<file path="src/rtl/priv_dec_pkg.sv">
package priv_dec_pkg;
  typedef enum logic [1:0] {TGT_NONE, TGT_SCU, TGT_GIC, TGT_TMR} tgt_e;
  localparam logic [4:0] TMR_IRQ_BASE = 5'd29;
endpackage

</file>
<file path="src/rtl/priv_win_decode.sv">
module priv_win_decode
  import priv_dec_pkg::*;
#(
  parameter int NUM_CPUS = 4,
  parameter int CPU_W    = 2
) (
  input  logic [11:0]      addr_i,
  input  logic [CPU_W-1:0] cpu_id_i,
  output tgt_e             tgt_o,
  output logic [CPU_W-1:0] bank_o,
  output logic             bad_o
);
  localparam logic [3:0] NCPU4 = 4'(NUM_CPUS);

  logic [3:0] page;
  logic [3:0] rel;
  logic [7:0] low;

  assign page = addr_i[11:8];
  assign low  = addr_i[7:0];

  always_comb begin
    tgt_o  = TGT_NONE;
    bank_o = '0;
    bad_o  = 1'b0;
    rel    = '0;
    if (page == 4'h0) begin
      tgt_o = TGT_SCU;
      bad_o = !(low == 8'h00 || low == 8'h04 || low == 8'h08 || low == 8'h0C);
    end else if (page == 4'h1) begin
      tgt_o  = TGT_GIC;
      bank_o = cpu_id_i;
    end else if (page >= 4'h2 && page <= 4'h5) begin
      rel    = page - 4'h2;
      tgt_o  = TGT_GIC;
      bank_o = rel[CPU_W-1:0];
      bad_o  = (rel >= NCPU4);
    end else if (page == 4'h6) begin
      tgt_o  = TGT_TMR;
      bank_o = cpu_id_i;
      bad_o  = (low[7:6] != 2'b00) || low[4];
    end else if (page >= 4'h7 && page <= 4'hA) begin
      rel    = page - 4'h7;
      tgt_o  = TGT_TMR;
      bank_o = rel[CPU_W-1:0];
      bad_o  = (rel >= NCPU4) || (low[7:6] != 2'b00) || low[4];
    end else begin
      bad_o = 1'b1;
    end
  end
endmodule

</file>
<file path="src/rtl/priv_scu_regs.sv">
module priv_scu_regs #(
  parameter int NUM_CPUS = 4,
  parameter int DATA_W   = 32
) (
  input  logic              clk_i,
  input  logic              rst_ni,
  input  logic              sel_i,
  input  logic              rd_i,
  input  logic              wr_i,
  input  logic [7:0]        off_i,
  input  logic [DATA_W-1:0] wdata_i,
  output logic [DATA_W-1:0] rdata_o,
  output logic              wr_bad_o
);
  localparam logic [1:0] CPU_CNT_M1 = 2'(NUM_CPUS - 1);

  logic ctrl_q;
  logic ctrl_we;

  // read-only registers reject writes
  assign wr_bad_o = sel_i && wr_i && (off_i == 8'h04 || off_i == 8'h08);
  assign ctrl_we  = sel_i && wr_i && (off_i == 8'h00);

  always_ff @(posedge clk_i or negedge rst_ni) begin
    if (!rst_ni)      ctrl_q <= 1'b0;
    else if (ctrl_we) ctrl_q <= wdata_i[0];
  end

  always_comb begin
    rdata_o = '0;
    if (sel_i && rd_i) begin
      case (off_i)
        8'h00:   rdata_o[0]   = ctrl_q;
        8'h04:   rdata_o[1:0] = CPU_CNT_M1;
        default: rdata_o      = '0;
      endcase
    end
  end

  assert_ctrl_write_R2: assert property (@(posedge clk_i) disable iff (!rst_ni)
    (sel_i && wr_i && off_i == 8'h00) |=> (ctrl_q == $past(wdata_i[0])));

  assert_inval_noop_R4: assert property (@(posedge clk_i) disable iff (!rst_ni)
    (sel_i && wr_i && off_i == 8'h0C) |=> $stable(ctrl_q));
endmodule

</file>
<file path="src/rtl/priv_tmr_map.sv">
module priv_tmr_map
  import priv_dec_pkg::*;
#(
  parameter int CPU_W = 2
) (
  input  logic             hit_i,
  input  logic [CPU_W-1:0] bank_i,
  input  logic [7:0]       off_i,
  output logic [CPU_W:0]   idx_o,
  output logic [7:0]       loff_o,
  output logic [4:0]       irq_num_o
);
  logic is_wd;
  assign is_wd = off_i[5];

  always_comb begin
    idx_o     = '0;
    loff_o    = '0;
    irq_num_o = '0;
    if (hit_i) begin
      idx_o     = {bank_i, is_wd};
      loff_o    = {4'b0, off_i[3:0]};
      irq_num_o = TMR_IRQ_BASE + {4'b0, is_wd};
    end
  end
endmodule

</file>
<file path="src/rtl/priv_addr_decoder.sv">
module priv_addr_decoder
  import priv_dec_pkg::*;
#(
  parameter int NUM_CPUS = 4,
  parameter int DATA_W   = 32,
  localparam int CPU_W   = (NUM_CPUS > 1) ? $clog2(NUM_CPUS) : 1
) (
  input  logic              clk_i,
  input  logic              rst_ni,
  input  logic [11:0]       addr_i,
  input  logic [CPU_W-1:0]  cpu_id_i,
  input  logic              rd_i,
  input  logic              wr_i,
  input  logic [DATA_W-1:0] wdata_i,
  output logic              scu_sel_o,
  output logic              gic_sel_o,
  output logic              tmr_sel_o,
  output logic [CPU_W-1:0]  bank_o,
  output logic [CPU_W:0]    tmr_idx_o,
  output logic [7:0]        local_off_o,
  output logic [4:0]        irq_num_o,
  output logic              err_o,
  output logic [DATA_W-1:0] scu_rdata_o
);
  tgt_e             tgt;
  logic [CPU_W-1:0] win_bank;
  logic             win_bad;
  logic             access;
  logic             scu_hit;
  logic             scu_wr_bad;
  logic             tmr_hit;
  logic [7:0]       tmr_loff;

  assign access = rd_i || wr_i;

  priv_win_decode #(.NUM_CPUS(NUM_CPUS), .CPU_W(CPU_W)) u_win (
    .addr_i  (addr_i),
    .cpu_id_i(cpu_id_i),
    .tgt_o   (tgt),
    .bank_o  (win_bank),
    .bad_o   (win_bad)
  );

  assign scu_hit = access && !win_bad && (tgt == TGT_SCU);

  priv_scu_regs #(.NUM_CPUS(NUM_CPUS), .DATA_W(DATA_W)) u_scu (
    .clk_i   (clk_i),
    .rst_ni  (rst_ni),
    .sel_i   (scu_hit),
    .rd_i    (rd_i),
    .wr_i    (wr_i),
    .off_i   (addr_i[7:0]),
    .wdata_i (wdata_i),
    .rdata_o (scu_rdata_o),
    .wr_bad_o(scu_wr_bad)
  );

  assign tmr_hit = access && !win_bad && (tgt == TGT_TMR);

  priv_tmr_map #(.CPU_W(CPU_W)) u_tmr (
    .hit_i    (tmr_hit),
    .bank_i   (win_bank),
    .off_i    (addr_i[7:0]),
    .idx_o    (tmr_idx_o),
    .loff_o   (tmr_loff),
    .irq_num_o(irq_num_o)
  );

  assign err_o     = access && (win_bad || scu_wr_bad);
  assign scu_sel_o = scu_hit && !scu_wr_bad;
  assign gic_sel_o = access && !win_bad && (tgt == TGT_GIC);
  assign tmr_sel_o = tmr_hit;

  always_comb begin
    bank_o      = '0;
    local_off_o = '0;
    if (gic_sel_o) begin
      bank_o      = win_bank;
      local_off_o = addr_i[7:0];
    end else if (tmr_sel_o) begin
      bank_o      = win_bank;
      local_off_o = tmr_loff;
    end else if (scu_sel_o) begin
      local_off_o = addr_i[7:0];
    end
  end

  assert_one_target_R10: assert property (@(posedge clk_i) disable iff (!rst_ni)
    $onehot0({scu_sel_o, gic_sel_o, tmr_sel_o}));

  assert_idle_quiet_R10: assert property (@(posedge clk_i) disable iff (!rst_ni)
    !access |-> (!err_o && !scu_sel_o && !gic_sel_o && !tmr_sel_o));

  assert_err_excl_R10: assert property (@(posedge clk_i) disable iff (!rst_ni)
    err_o |-> (!scu_sel_o && !gic_sel_o && !tmr_sel_o));

  assert_alias_bank_R5: assert property (@(posedge clk_i) disable iff (!rst_ni)
    (access && addr_i[11:8] == 4'h1) |-> (gic_sel_o && bank_o == cpu_id_i));

  assert_high_err_R9: assert property (@(posedge clk_i) disable iff (!rst_ni)
    (access && addr_i >= 12'hB00) |-> err_o);

  assert_irq_num_R8: assert property (@(posedge clk_i) disable iff (!rst_ni)
    tmr_sel_o |-> (irq_num_o == TMR_IRQ_BASE + {4'b0, tmr_idx_o[0]}));
endmodule

</file>
<file path="config.mk">
export PLATFORM = sky130hd
export DESIGN_NAME = priv_addr_decoder
export DESIGN_NICKNAME = d
export VERILOG_FILES = /design/src/rtl/priv_dec_pkg.sv /design/src/rtl/priv_win_decode.sv /design/src/rtl/priv_scu_regs.sv /design/src/rtl/priv_tmr_map.sv /design/src/rtl/priv_addr_decoder.sv
export SDC_FILE = /design/constraint.sdc
export NUM_CORES = 1
export LEC_CHECK = 0
export ABC_AREA = 1
export BUFFER_PORTS_ARGS = -buffer_cell sky130_fd_sc_hd__buf_2
export CAP_MARGIN = 30
export CELL_PAD_IN_SITES_DETAIL_PLACEMENT = 0
export CELL_PAD_IN_SITES_GLOBAL_PLACEMENT = 1
export CORE_MARGIN = 4
export CORE_UTILIZATION = 25
export DETAILED_ROUTE_END_ITERATION = 10
export PLACE_DENSITY = 0.88
export RECOVER_POWER = 25
export SLEW_MARGIN = 5
export SYNTH_ARGS = -nofsm -noshare
export SYNTH_HDL_FRONTEND = slang
export SYNTH_HIERARCHICAL = 1
export SYNTH_SLANG_ARGS = --single-unit
export TNS_END_PERCENT = 10
</file>
<file path="constraint.sdc">
create_clock -name clk_i -period 4 [get_ports clk_i]
set_input_delay 0.4 -clock clk_i [delete_from_list [all_inputs] [get_ports clk_i]]
set_output_delay 0.4 -clock clk_i [all_outputs]
set_load 0.02 [all_outputs]
</file>
==> impl_metrics.env <==
export IMPL_status="completed"
export IMPL_antennaDiodeCount=0
export IMPL_slew_viol_final=0
export IMPL_powerDensity_nw_per_um2=119
export IMPL_drc=0
export IMPL_tns_ns=0
export IMPL_regMostFlops="u_scu/ctrl_q"
export IMPL_track_usage=0.0919
export IMPL_leakagePower_nw=0.819
export IMPL_finalHoldViolations=0
export IMPL_top_regs="u_scu/ctrl_q: 1 flops"
export IMPL_synth_simple_area_share=0.502
export IMPL_syn2layout_area_growth_pct=8.41
export IMPL_cts_clk_slew_worst_paths_ns=0
export IMPL_fmax_mhz=280
export IMPL_rsz0062_at_grt="false"
export IMPL_wl_mm=3.03
export IMPL_ys_ff_latch=1
export IMPL_gr_total_overflow=0
export IMPL_grt_pass1_wl_mm=5.02
export IMPL_worstPathArrival_ns=3.17
export IMPL_setup_viol=0
export IMPL_ios=104
export IMPL_die_area_um2=6320
export IMPL_fin_util=0.286
export IMPL_postCtsSetupRepairBufs=0
export IMPL_dieHeight_um=79.5
export IMPL_drt_iter0_drc=68
export IMPL_finalClockSkew_ns=0
export IMPL_gp_congestion=0.825
export IMPL_hold_class="primary input to asynchronous set/reset pin"
export IMPL_cp_max_fo=9
export IMPL_portBuffers=42
export IMPL_startpoint_type="primary input"
export IMPL_viasPerCell=4.00
export IMPL_synth_xor_area_frac=0.0137
export IMPL_n_fill_cell=575
export IMPL_synth_adder_area_share=0.0783
export IMPL_ys_seq_area_frac=0.0196
export IMPL_ys_warn_count=6
export IMPL_synth_mux_area_frac=0
export IMPL_startpoint="addr_i[9]"
export IMPL_slowest_delay_ns=0.31
export IMPL_antenna_found_initial=0
export IMPL_finalCritPeriodShare=0.892
export IMPL_row_count=25
export IMPL_endpoint_kind="primary output"
export IMPL_ys_flop_type="dfrtp_1"
export IMPL_placed_area_um2=1390
export IMPL_cp_buffers_inverters=6
export IMPL_yosysUniqueCellTypes=28
export IMPL_synth_top_family_by_area="simple AND/OR/NAND/NOR gates"
export IMPL_synth_compound_area_frac=0.0470
export IMPL_clk_latency_ns=0
export IMPL_stdcell_area_um2=1390
export IMPL_largest_register_ffs=1
export IMPL_grt_pass1_vias=1107
export IMPL_vias=1244
export IMPL_netlist_area_um2=1280
export IMPL_min_period_ns=3.57
export IMPL_start_util=0.264
export IMPL_avgSynthCellArea_um2=6.09
export IMPL_timing_worst_setup_path_type="primary input to primary output"
export IMPL_critPathSlowestCell="clkinv_1"
export IMPL_dieWidth_um=79.5
export IMPL_path_cells="buf_2, inv_1, ha_1, inv_1, nand3_2, nand2_1, nor2_4, nor2_4, nand3_1, nand3_1, nand2_1, inv_1, o21ai_0, nor3_1, nand2_1, nor3_1, clkinv_1, nand4_1, nand3_1, buf_2"
export IMPL_postSynthCellCount=210
export IMPL_max_vdd_ir_drop_v=0.0000422
export IMPL_synth_edff_count=0
export IMPL_dpl_hpwl_mm=2.62
export IMPL_post_drt_wl_per_cell_um=9.75
export IMPL_hold_ws_ns=0.175
export IMPL_synthArstFlopShare=1.00
export IMPL_holdBufCountCts=0
export IMPL_antenna_left=0
export IMPL_grt_max_degree=26
export IMPL_rr_worst_depth=2
export IMPL_reg2reg_from="u_scu/ctrl_q"
export IMPL_drive_gt1_frac=0.311
export IMPL_nNetsFinal=304
export IMPL_worstPathRequired_ns=3.60
export IMPL_critPathTopFamily="simple AND/OR/NAND/NOR gates"
export IMPL_cp_num_cells=20
export IMPL_coreArea_um2=4850
export IMPL_first_pass_iters=6
export IMPL_cts_resized=0
export IMPL_maxCapViolCount=0
[cell usage in the layout (no fill, tap or decap), types with 8 or more instances in the layout]
cell,n
buf_2,39
conb_1,34
ha_1,8
inv_1,20
inv_2,9
nand2_1,32
nand3_1,31
nand4_1,9
nor2_1,13
nor2_4,9
[layout make-up]
type | count | area [µm²] | area share
repair buffers | 44 | 218 | 0.157
inverters | 30 | 113 | 0.0812
multi-input cells | 169 | 947 | 0.683
well taps | 67 | 83.8 | 0.0605
flip-flops and latches | 1 | 25.0 | 0.0181
[worst reg2reg max path: stages (launching register included)]
cell	delay [ns]
dfrtp_1	0.36
nand2_1	0.07
nand2_1	0.05
[stage by stage]
stage / cells / worst slack, ns / power (mW)
after CTS: 311 / 0.407 / 0.165
after detailed placement: 311 / 0.416 / 0.165
after floorplan: 242 / 0.763 / 0.152
after global routing: 311 / 0.00427 / 0.183
after global placement: 311 / 0.480 / 0.163
final: 311 / 0.433 / 0.164
[cells by family (layout without fill, tap and decap cells)]
group | Yosys count | after routing
buffers and inverters | 72 | 74
XOR/XNOR | 2 | 2
adder cells (fa/ha/maj) | 8 | 8
other | 2 | 34
AND/OR/NAND/NOR | 115 | 115
flip-flops | 1 | 1
AO/OA/AOI/OAI | 10 | 10
[power by group]
part	internal [mW]	switching, mW	total, mW
Sequential	0.0103	0.0000145	0.0103
Combinational	0.0419	0.112	0.154
Clock	0	0	0
Total	0.0522	0.112	0.164
[path summary, 6_finish.rpt]
check	end	slack, ns
min in group clk_i	u_scu/ctrl_q	0.48
max in group asynchronous	u_scu/ctrl_q	3.74
setup reg to reg	u_scu/ctrl_q	3.41
hold reg to reg	u_scu/ctrl_q	0.48
setup / recovery	local_off_o[1]	0.43
hold / removal	u_scu/ctrl_q	0.17
[layer usage]
| layer | vias to the layer above | wire (µm) | global-route usage |
|---|---|---|---|
| met5 | - | 0 | 0 |
| met4 | 0 | 0 | 0 |
| met3 | 0 | 370 | 0.0226 |
| met2 | 47 | 1370 | 0.150 |
| met1 | 531 | 1290 | 0.129 |
| li1 | 666 | - | - |
[synth_stat cells, types with 2 or more instances]
| master | number | area [µm²] |
|---|---|---|
| buf_4 | 39 | 293 |
| o21ai_0 | 3 | 15.0 |
| nor2_4 | 9 | 101 |
| nor2_2 | 4 | 25.0 |
| buf_2 | 2 | 10.0 |
| nor3_1 | 3 | 15.0 |
| nand3_2 | 4 | 40.0 |
| nand3_1 | 31 | 155 |
| a21oi_1 | 4 | 20.0 |
| nand2_2 | 6 | 37.5 |
| ha_1 | 8 | 100 |
| nand4_1 | 9 | 56.3 |
| inv_1 | 20 | 75.1 |
| nor2_1 | 13 | 48.8 |
| conb_1 | 2 | 7.51 |
| nand2_1 | 32 | 120 |
| inv_2 | 9 | 33.8 |
| xnor2_1 | 2 | 17.5 |
Note: power is estimated with default switching activity, not from simulation.
